--- src/rtl/hib_timer_pkg.sv ---
package hib_timer_pkg;

    localparam int ADDR_W = 2;

    typedef enum logic [ADDR_W-1:0] {
        SEL_LOAD  = 2'd0,
        SEL_CTRL  = 2'd1,
        SEL_COUNT = 2'd2,
        SEL_STAT  = 2'd3
    } reg_sel_e;

    // control register image: bit 1 interrupt enable, bit 0 coarse resolution
    typedef struct packed {
        logic irq_en;
        logic coarse;
    } ctrl_t;

    localparam int CTRL_W = $bits(ctrl_t);

    typedef struct packed {
        logic wr;
        reg_sel_e sel;
    } bus_cmd_t;

    function automatic logic cmd_hits(input bus_cmd_t cmd, input reg_sel_e which);
        return cmd.wr && (cmd.sel == which);
    endfunction

endpackage

--- src/rtl/hib_prescale.sv ---
module hib_prescale #(
    parameter int PRE_W = 12
) (
    input  logic clk,
    input  logic rst,
    input  logic tick,
    input  logic restart,
    input  logic active,
    input  logic coarse,
    output logic step
);
    generate
        if (PRE_W == 0) begin : g_nodiv
            assign step = tick && active;
        end else begin : g_div
            logic [PRE_W-1:0] div_q;
            always_ff @(posedge clk) begin
                if (rst || restart) begin
                    div_q <= '0;
                end else if (tick && active && coarse) begin
                    div_q <= div_q + 1'b1;
                end
            end
            assign step = tick && active && (!coarse || (&div_q));
        end
    endgenerate
endmodule

--- src/rtl/hib_counter.sv ---
module hib_counter #(
    parameter int CNT_W = 16
) (
    input  logic             clk,
    input  logic             rst,
    input  logic             load,
    input  logic [CNT_W-1:0] load_val,
    input  logic             step,
    output logic [CNT_W-1:0] count,
    output logic             active,
    output logic             evt
);
    localparam logic [CNT_W-1:0] ONE = CNT_W'(1);

    logic [CNT_W-1:0] cnt_q;

    always_ff @(posedge clk) begin
        if (rst) begin
            cnt_q <= '0;
        end else if (load) begin
            cnt_q <= load_val;
        end else if (step && active) begin
            cnt_q <= cnt_q - ONE;
        end
    end

    assign active = (cnt_q != '0);
    assign evt    = step && !load && (cnt_q == ONE);
    assign count  = cnt_q;
endmodule

--- src/rtl/hib_regs.sv ---
module hib_regs
    import hib_timer_pkg::*;
#(
    parameter int DATA_W = 32,
    parameter int CNT_W  = 16
) (
    input  logic              clk,
    input  logic              rst,
    input  logic              bus_wr,
    input  logic [ADDR_W-1:0] bus_addr,
    input  logic [DATA_W-1:0] bus_wdata,
    input  logic [CNT_W-1:0]  count,
    input  logic              evt,
    output logic              load,
    output logic [CNT_W-1:0]  load_val,
    output ctrl_t             ctrl,
    output logic              flag,
    output logic [DATA_W-1:0] bus_rdata
);
    bus_cmd_t cmd;
    logic [CNT_W-1:0] last_load_q;
    ctrl_t ctrl_q;
    logic flag_q;
    logic clr_req;

    assign cmd      = '{wr: bus_wr, sel: reg_sel_e'(bus_addr)};
    assign load     = cmd_hits(cmd, SEL_LOAD);
    assign load_val = bus_wdata[CNT_W-1:0];
    assign clr_req  = cmd_hits(cmd, SEL_STAT) && bus_wdata[0];

    always_ff @(posedge clk) begin
        if (rst) begin
            last_load_q <= '0;
            ctrl_q      <= '0;
            flag_q      <= 1'b0;
        end else begin
            if (load) last_load_q <= load_val;
            if (cmd_hits(cmd, SEL_CTRL)) ctrl_q <= ctrl_t'(bus_wdata[CTRL_W-1:0]);
            if (evt) flag_q <= 1'b1;
            else if (clr_req) flag_q <= 1'b0;
        end
    end

    always_comb begin
        unique case (reg_sel_e'(bus_addr))
            SEL_LOAD:  bus_rdata = DATA_W'(last_load_q);
            SEL_CTRL:  bus_rdata = DATA_W'(ctrl_q);
            SEL_COUNT: bus_rdata = DATA_W'(count);
            SEL_STAT:  bus_rdata = DATA_W'(flag_q);
            default:   bus_rdata = '0;
        endcase
    end

    assign ctrl = ctrl_q;
    assign flag = flag_q;
endmodule

--- src/rtl/hib_timer.sv ---
module hib_timer
    import hib_timer_pkg::*;
#(
    parameter int DATA_W = 32,
    parameter int CNT_W  = 16,
    parameter int PRE_W  = 12
) (
    input  logic              clk,
    input  logic              rst,
    input  logic              tick,
    input  logic              bus_wr,
    input  logic [1:0]        bus_addr,
    input  logic [DATA_W-1:0] bus_wdata,
    output logic [DATA_W-1:0] bus_rdata,
    output logic              irq
);
    logic             load;
    logic [CNT_W-1:0] load_val;
    ctrl_t            ctrl;
    logic             flag;
    logic             step;
    logic             active;
    logic             evt;
    logic [CNT_W-1:0] count;

    hib_regs #(.DATA_W(DATA_W), .CNT_W(CNT_W)) u_regs (
        .clk(clk), .rst(rst), .bus_wr(bus_wr), .bus_addr(bus_addr),
        .bus_wdata(bus_wdata), .count(count), .evt(evt), .load(load),
        .load_val(load_val), .ctrl(ctrl), .flag(flag), .bus_rdata(bus_rdata)
    );

    hib_prescale #(.PRE_W(PRE_W)) u_pre (
        .clk(clk), .rst(rst), .tick(tick), .restart(load),
        .active(active), .coarse(ctrl.coarse), .step(step)
    );

    hib_counter #(.CNT_W(CNT_W)) u_cnt (
        .clk(clk), .rst(rst), .load(load), .load_val(load_val),
        .step(step), .count(count), .active(active), .evt(evt)
    );

    assign irq = flag && ctrl.irq_en;
endmodule

--- config.mk ---
export PLATFORM = sky130hd
export DESIGN_NAME = hib_timer
export DESIGN_NICKNAME = d
export VERILOG_FILES = /design/src/rtl/hib_timer_pkg.sv /design/src/rtl/hib_prescale.sv /design/src/rtl/hib_counter.sv /design/src/rtl/hib_regs.sv /design/src/rtl/hib_timer.sv
export SDC_FILE = /design/constraint.sdc
export NUM_CORES = 1
export LEC_CHECK = 0
export BUFFER_PORTS_ARGS = -buffer_cell sky130_fd_sc_hd__buf_2
export CAP_MARGIN = 20
export CORE_ASPECT_RATIO = 0.75
export CORE_MARGIN = 2
export CORE_UTILIZATION = 52
export DETAILED_ROUTE_END_ITERATION = 12
export GPL_ROUTABILITY_DRIVEN = 0
export PLACE_DENSITY = 0.79
export SETUP_SLACK_MARGIN = 0.15
export SYNTH_ARGS = -nofsm -noshare
export SYNTH_HDL_FRONTEND = slang
export SYNTH_SLANG_ARGS = --single-unit
--- constraint.sdc ---
create_clock -name clk -period 2.6 [get_ports clk]
set_clock_uncertainty 0.05 [all_clocks]
set_input_delay 0.26 -clock clk [delete_from_list [all_inputs] [get_ports clk]]
set_output_delay 0.26 -clock clk [all_outputs]
set_load 0.05 [all_outputs]
==> flow_summary.ini, run 1 <==
[timing]
grt_setup_unrepaired = yes
max_slew.worst_pin.slew_ns = 0.526
maxSlewViolCount = 0
finalSetupTns_ns = 0
fin_crit_sh_pct = 91.7
whs_ns = 0.131
fin_ws_ns = 0.216
period_needed_ns = 2.38
hold_viol_final = 0
max_slew_margin_pct = 64.9
setup_viol = 0
max_freq_ghz = 0.419

[synthesis]
synth_commonest_cells = dfxtp_1 (47), nor2_1 (47), nand2_1 (40)
synth_adder_area_share_pct = 1.46
syn_inst = 319
yosysUniqueCellTypes = 45
ys_async_sr_fraction_pct = 0
synth_edf_count = 0
synthSimpleGateAreaFrac_pct = 25.6
syn_avg_cell_area_um2 = 8.06
synthXorXnorAreaFrac_pct = 7.50
yosysWarnings = 0
synth_compound_area_share_pct = 12.1
yosysTopAreaCell = dfxtp_1
synth_seq_cells = 47
synth_area_um2 = 2570
ys.flop_type = dfxtp_1
synth_top_family_by_area = simple AND/OR/NAND/NOR gates
synth_top_cell_area_share_pct = 36.6
seq_area_frac_synth_pct = 36.6
muxShareOfSynthArea_pct = 7.50
synth.area.top_cells = dfxtp_1 (37%), nor2_1 (6.9%), mux2i_1 (6.6%)

[clock_network]
root_buffer = clkbuf_8
cts_buffers = 5
clk_pin_slew_ns = 0.09
clockBufferDepth = 2
clock_sinks = 47
cts_tree = done
clkLatencyLatePin_ns = 0.31
postCtsHoldBufs = 0
htree_levels = 2

[routing]
viasPerCell = 5.51
wl_met2_um = 2470
num_vias = 2285
drt-met1-wl_um = 2770
wirelength_um = 5670
wl_per_cell_um = 13.7
top_layer = met4
ant_nets = 0
firstDrtPassIters = 5
drt_iter0_drc = 128
drc = 0
dr_wl_met3_um = 364

[global_route]
track_usage_pct = 20.3
grt_max_degree = 42
antenna_found_initial = 0
grt_pass1_vias = 1932
grt_pass1_wl_um = 8990
overflow = 0

[critical_path]
path_buf_inv = 1
end_kind = flop
setup.worst_path.start_class = flop
cpPeakStageDelay_ns = 0.53
cp_num_cells = 7
rr_worst_depth = 7
critPathKind = flop to flop
worstPathCellList = inv_1 -> ha_1 -> or3b_2 -> o41a_1 -> and2_1 -> xnor2_1 -> a211oi_1
crit_slowest_cell = o41a_1
required_ns = 2.77
crit_family = compound AO/OA/AOI/OAI gates
critPathMaxFanout = 6
cp_data_arrival_time_ns = 2.55

[hold_path]
hold_class = primary input to flop
hold_path_depth = 3

[die]
num_rows = 22
ioPinCount = 71
dieHeight_um = 64.9
core_area_um2 = 4820
dieArea_um2 = 5530
die_w_um = 85.2
initial_utilization_pct = 53.4

[job]
cap_violations = 0

[cells_and_area]
drive_gt1_share_pct = 18.3
synthToLayoutAreaGrowth_pct = 12.3
final_core_util_pct = 59.9
nets = 395
nFillCells = 437
diodes = 0

[power]
p_int_mw = 1.31
switching_share_pct = 34.2
leakage_nw = 1.20
combPwrFrac_pct = 30.1
netSwitchingPower_mw = 0.684
power_frac_clock_pct = 27.6
vdd_drop_max_mv = 0.409
p_per_area_nw_per_um2 = 692
p_seq_share_pct = 42.3

[place]
dp_hpwl_um = 3890
port-buffer-count = 38
dp_slack_ns = 0.209

[status]
status = completed
final cells by class:
cell class	count	area (µm²)	area share, %
clock buffer	6	82.6	2.86
clock inverter	2	35.0	1.21
inverter	5	18.8	0.650
multi-input combinational	245	1450	50.3
sequential	47	941	32.6
tap	60	75.1	2.60
timing repair buffer	50	282	9.76
worst paths after layout:
check | start | end | slack (ns)
hold reg to reg | u_regs.last_load_q[13] | u_regs.last_load_q[13] | 0.41
hold / removal | bus_wdata[13] | u_cnt.count[13] | 0.13
setup reg to reg | u_cnt.count[1] | u_cnt.count[0] | 0.22
setup / recovery | u_cnt.count[1] | u_cnt.count[0] | 0.22
power by group through the flow:
| stage | sequential [mW] | clock, mW | combinational [mW] |
|---|---|---|---|
| floorplan | 0.840 | 0 | 0.488 |
| global placement | 0.853 | 0 | 0.572 |
| detailed placement | 0.859 | 0 | 0.582 |
| CTS | 0.842 | 0.565 | 0.586 |
| global route | 0.852 | 0.590 | 0.647 |
| finish | 0.845 | 0.552 | 0.601 |
cell families after synthesis:
kind of cell    after synthesis
buf+inv                      42
fa+ha+maj                     3
simple gates                140
xor+xnor                     22
other cells                   1
flops                        47
compound gates               46
mux                          18
per-layer routing:
metal	GRT usage, %	up-vias
li1	-	1147
met1	28.2	1060
met2	30.8	73
met3	4.46	5
met4	7.74	0
met5	0	-
state kept, by name, summed over array words and instances (netlist names):
| register | cells |
|---|---|
| u_cnt.count | 16 |
| u_pre.g_div.div_q | 12 |
| u_regs.ctrl | 2 |
| u_regs.flag | 1 |
| u_regs.last_load_q | 16 |
metrics by stage:
| step | power, mW | instance area (µm²) | cells |
|---|---|---|---|
| CTS | 1.99 | 2870 | 413 |
| global route | 2.09 | 2890 | 415 |
| floorplan | 1.33 | 2630 | 334 |
| detailed placement | 1.44 | 2750 | 405 |
| finish | 2.00 | 2890 | 415 |
| global placement | 1.43 | 2750 | 405 |
repair_timing:
item / CTS / global route
resized for setup: 0 / 1
setup endpoints to repair: 0 / 9
setup buffers: 0 / 2
endpoints found under the hold margin: 0 / 0
worst min-delay path, stage by stage:
cell     delay, ns
buf_2         0.09
nand2_1       0.04
o21ai_0       0.05
layout by cell type, fill, tap and decap left out, types with 10 or more instances in the layout:
master	n
xor2_1	15
buf_4	10
dfxtp_1	47
mux2i_1	17
a21oi_1	19
nand2_1	40
conb_1	16
nand4_1	15
nor2_1	47
buf_2	38
No activity file was read; power rests on OpenSTA's default activity.
==> inputs of run 2 (changes only) <==
--- a/config.mk
+++ b/config.mk
@@ -7,7 +7,6 @@
 export LEC_CHECK = 0
 export BUFFER_PORTS_ARGS = -buffer_cell sky130_fd_sc_hd__buf_2
 export CAP_MARGIN = 20
-export CORE_ASPECT_RATIO = 0.75
 export CORE_MARGIN = 2
 export CORE_UTILIZATION = 52
 export DETAILED_ROUTE_END_ITERATION = 12
==> flow_summary.ini, run 2 (same netlist as run 1, synthesis figures left out) <==
[power]
p_seq_share_pct = 43.7
netSwitchingPower_mw = 0.681
switching_share_pct = 35.1
power_frac_clock_pct = 24.5
p_int_mw = 1.26
combPwrFrac_pct = 31.9
leakage_nw = 1.19
p_per_area_nw_per_um2 = 671
vdd_drop_max_mv = 0.352

[cells_and_area]
nets = 395
final_cell_mix = nor2_1 (47), dfxtp_1 (47), nand2_1 (40)
final_cell_area_um2 = 2900
drive_gt1_share_pct = 18.6
synthToLayoutAreaGrowth_pct = 12.7
instances_no_fill = 422
diodes = 0

[hold_path]
hold_path_depth = 3
hold_class = primary input to flop
hold_end = u_cnt.count[13]
worstHoldStart = bus_wdata[13]

[timing]
max_slew.worst_pin.slew_ns = 0.503
hold_viol_final = 0
period_needed_ns = 2.35
maxSlewViolCount = 0
grt_setup_unrepaired = no
setup_viol = 0
whs_ns = 0.127
max_freq_ghz = 0.425
max_slew_margin_pct = 66.4
fin_ws_ns = 0.245
fin_crit_sh_pct = 90.6
finalSetupTns_ns = 0

[die]
die_w_um = 74.3
dieHeight_um = 74.3
ioPinCount = 71
dieArea_um2 = 5520
initial_utilization_pct = 54.1
core_area_um2 = 4750
num_rows = 25

[global_route]
grt_pass1_vias = 1945
antenna_found_initial = 0
grt_max_degree = 42
grt_pass1_wl_um = 8840
track_usage_pct = 20.7
overflow = 0

[critical_path]
setup.worst_path.start_class = flop
reg2reg_to = u_cnt.count[13]
ff2ff_setup_slack_ns = 0.25
critPathMaxFanout = 8
rr_worst_depth = 9
required_ns = 2.73
end_kind = flop
cp_data_arrival_time_ns = 2.49
critPathKind = flop to flop
worstReg2RegStart = u_cnt.count[0]

[routing]
firstDrtPassIters = 4
wirelength_um = 5550
drt_iter0_drc = 113
viasPerCell = 5.43
ant_nets = 0
num_vias = 2291
wl_per_cell_um = 13.1
drc = 0

[place]
dpl_cell_area_um2 = 2750
dp_slack_ns = 0.218
dp_hpwl_um = 3740
placed_cells = 411
port-buffer-count = 38

[clock_network]
htree_levels = 2
cts_buffers = 5
cts_tree = done
clockBufferDepth = 2
clk_pin_slew_ns = 0.08
root_buffer = clkbuf_8
clock_sinks = 47
postCtsHoldBufs = 0
clkLatencyLatePin_ns = 0.30

[job]
cap_violations = 0

[status]
status = completed
==> run 2: changes by cell type in the layout (fill, tap and decap cells not counted), sizes merged <==
| cell | change |
|---|---|
| bufinv | -1 |
| buf | +1 |
| clkbuf | +1 |
| clkinv | -1 |
==> run 2: area by class of cell <==
class | instances | area (µm²)
fillers | 445 | 1860
repair buffers | 50 | 284
flip-flops and latches | 47 | 941
inverters | 5 | 18.8
well taps | 67 | 83.8
multi-input cells | 245 | 1470
clock buffers | 8 | 100
==> run 2: per-stage QoR <==
stage	util (%)	total power, mW
after CTS	60.0	1.91
final	60.9	1.94
after floorplan	-	1.33
after global routing	60.9	2.05
after detailed placement	57.9	1.43
after global placement	57.9	1.42
==> run 2: worst max-delay path: stages, from the launching register on <==
cell and delay, ns:
dfxtp_1 0.38, inv_1 0.08, ha_1 0.18, or3b_2 0.45, o41a_1 0.47, buf_4 0.20, buf_4 0.12, nand4_1 0.09
xor2_1 0.14, o21ai_0 0.08
==> run 2: routing by layer <==
| metal | global-route usage, % | wire (µm) | part of all wire [%] |
|---|---|---|---|
| met1 | 27.8 | 2610 | 47 |
| met2 | 32.5 | 2570 | 46 |
| met3 | 4.20 | 283 | 5.1 |
| met4 | 8.73 | 80 | 1.4 |
| met5 | 0 | 0 | 0 |
==> run 2: worst max path at each step <==
stage,startpoint,endpoint,slack (ns),cells after the start
detailed placement,u_cnt.count[8],u_pre.g_div.div_q[3],0.22,6
CTS,u_cnt.count[0],u_pre.g_div.div_q[3],0.19,8
floorplan,bus_addr[1],bus_rdata[1],0.32,4
global placement,u_cnt.count[5],u_cnt.count[15],0.27,5
finish,u_cnt.count[0],u_cnt.count[13],0.25,9
global route,u_cnt.count[0],u_pre.g_div.div_q[3],0.15,8
==> run 2: what timing repair did <==
item                                    in CTS  in global routing
gates resized for setup                      0                  4
buffers inserted                             0                  3
endpoints found under the setup margin       0                 12
==> run 2: power by group through the flow <==
stage | clock, mW | combinational (mW) | sequential [mW]
finish | 0.476 | 0.619 | 0.848
detailed placement | 0 | 0.573 | 0.862
global placement | 0 | 0.562 | 0.857
CTS | 0.492 | 0.575 | 0.845
floorplan | 0 | 0.488 | 0.840
global route | 0.522 | 0.673 | 0.856
==> inputs of run 3 (changes only) <==
--- a/config.mk
+++ b/config.mk
@@ -5,13 +5,13 @@
 export SDC_FILE = /design/constraint.sdc
 export NUM_CORES = 1
 export LEC_CHECK = 0
-export BUFFER_PORTS_ARGS = -buffer_cell sky130_fd_sc_hd__buf_2
 export CAP_MARGIN = 20
 export CORE_MARGIN = 2
-export CORE_UTILIZATION = 52
+export CORE_UTILIZATION = 60
 export DETAILED_ROUTE_END_ITERATION = 12
+export DONT_BUFFER_PORTS = 1
 export GPL_ROUTABILITY_DRIVEN = 0
-export PLACE_DENSITY = 0.79
+export PLACE_DENSITY = 0.76
 export SETUP_SLACK_MARGIN = 0.15
 export SYNTH_ARGS = -nofsm -noshare
 export SYNTH_HDL_FRONTEND = slang
==> flow_summary.ini, run 3 (same netlist as run 1, synthesis figures left out) <==
[routing]
drc = 0
num_vias = 2142
viasPerCell = 5.71
firstDrtPassIters = 4
drt_iter0_drc = 82
ant_nets = 0
wirelength_um = 5380
wl_per_cell_um = 14.3

[timing]
grt_setup_unrepaired = yes
fin_crit_sh_pct = 89.9
maxSlewViolCount = 0
period_needed_ns = 2.34
max_slew.worst_pin.slew_ns = 0.892
max_slew_margin_pct = 40.3
max_freq_ghz = 0.428
setup_viol = 0
hold_viol_final = 0
finalSetupTns_ns = 0

[hold_path]
worstHoldStart = bus_wdata[3]
hold_class = primary input to flop

[die]
dieArea_um2 = 4820
num_rows = 23
ioPinCount = 71
dieHeight_um = 69.4
initial_utilization_pct = 63.3
die_w_um = 69.4
core_area_um2 = 4060

[clock_network]
root_buffer = clkbuf_8
clockBufferDepth = 2
htree_levels = 2
cts_buffers = 5
cts_tree = done
clock_sinks = 47
clkLatencyLatePin_ns = 0.30
clk_pin_slew_ns = 0.08

[global_route]
grt_pass1_wl_um = 8890
track_usage_pct = 22.6
grt_pass1_vias = 1972
overflow = 0
grt_max_degree = 35
antenna_found_initial = 0

[cells_and_area]
final_cell_mix = nor2_1 (47), dfxtp_1 (47), nand2_1 (40)
nets = 365
synthToLayoutAreaGrowth_pct = 8.03
instances_no_fill = 375
final_cell_area_um2 = 2780
drive_gt1_share_pct = 10.2
nFillCells = 329
diodes = 0

[place]
placed_cells = 364
port-buffer-count = 0
dpl_cell_area_um2 = 2600
dp_hpwl_um = 3610

[critical_path]
end_kind = flop
setup.worst_path.start_class = flop
critPathMaxFanout = 8
critPathKind = flop to flop
crit_start = u_cnt.count[4]
cp_data_arrival_time_ns = 2.46
required_ns = 2.73
worstReg2RegStart = u_cnt.count[4]

[power]
leakage_nw = 1.08
vdd_drop_max_mv = 0.488
p_per_area_nw_per_um2 = 712

[status]
status = completed

[job]
cap_violations = 0
[run 3: layout make-up]
class	instances	area [µm²]	area share [%]
Tap cell	50	62.6	2.25
Timing Repair Buffer	20	175	6.31
Inverter	5	18.8	0.676
Clock buffer	6	82.6	2.97
Sequential cell	47	941	33.9
Multi-Input combinational cell	245	1460	52.6
Clock inverter	2	35.0	1.26
[run 3: critical path: stages, from the launching register on]
cell and delay, ns:
dfxtp_1 0.38, or4_1 0.58, buf_4 0.20, or4_1 0.52, o311ai_0 0.37, o31ai_1 0.12
[run 3: path summary, 6_finish.rpt]
check,to,slack [ns],cells after the start
worst max-delay path,u_cnt.count[15],0.26,5
worst min-delay path,u_cnt.count[3],0.02,2
worst max register to register,u_cnt.count[15],0.26,5
worst min register to register,u_regs.last_load_q[9],0.41,2
[run 3: report_power, final]
| part | switching [mW] | internal, mW | leakage (nW) |
|---|---|---|---|
| Sequential | 0.0675 | 0.778 | 0.383 |
| Clock | 0.247 | 0.311 | 0.0612 |
| Combinational | 0.354 | 0.220 | 0.633 |
[run 3: per-stage QoR]
stage / util (%) / hold slack (ns) / setup slack [ns] / total power [mW]
after floorplan: - / 0.319 / 0.322 / 1.33
after global placement: 64.1 / 0.277 / 0.292 / 1.39
after detailed placement: 64.1 / 0.280 / 0.236 / 1.40
after CTS: 67.5 / 0.0142 / 0.199 / 1.96
after global routing: 68.4 / 0.0154 / 0.128 / 2.07
final: 68.4 / 0.0157 / 0.263 / 1.98
[run 3: what timing repair did]
item	CTS	global route
resized for setup	0	1
setup buffers	0	0
endpoints found under the hold margin	32	0
endpoints found under the setup margin	0	2
hold buffers	2	0
[run 3: per-layer routing]
layer	global-route usage [%]	vias to the layer above	share of wire (%)
li1	-	1090	-
met1	29.6	972	46
met2	36.3	73	46
met3	5.67	7	6.6
met4	7.63	0	1.3
met5	0	-	0
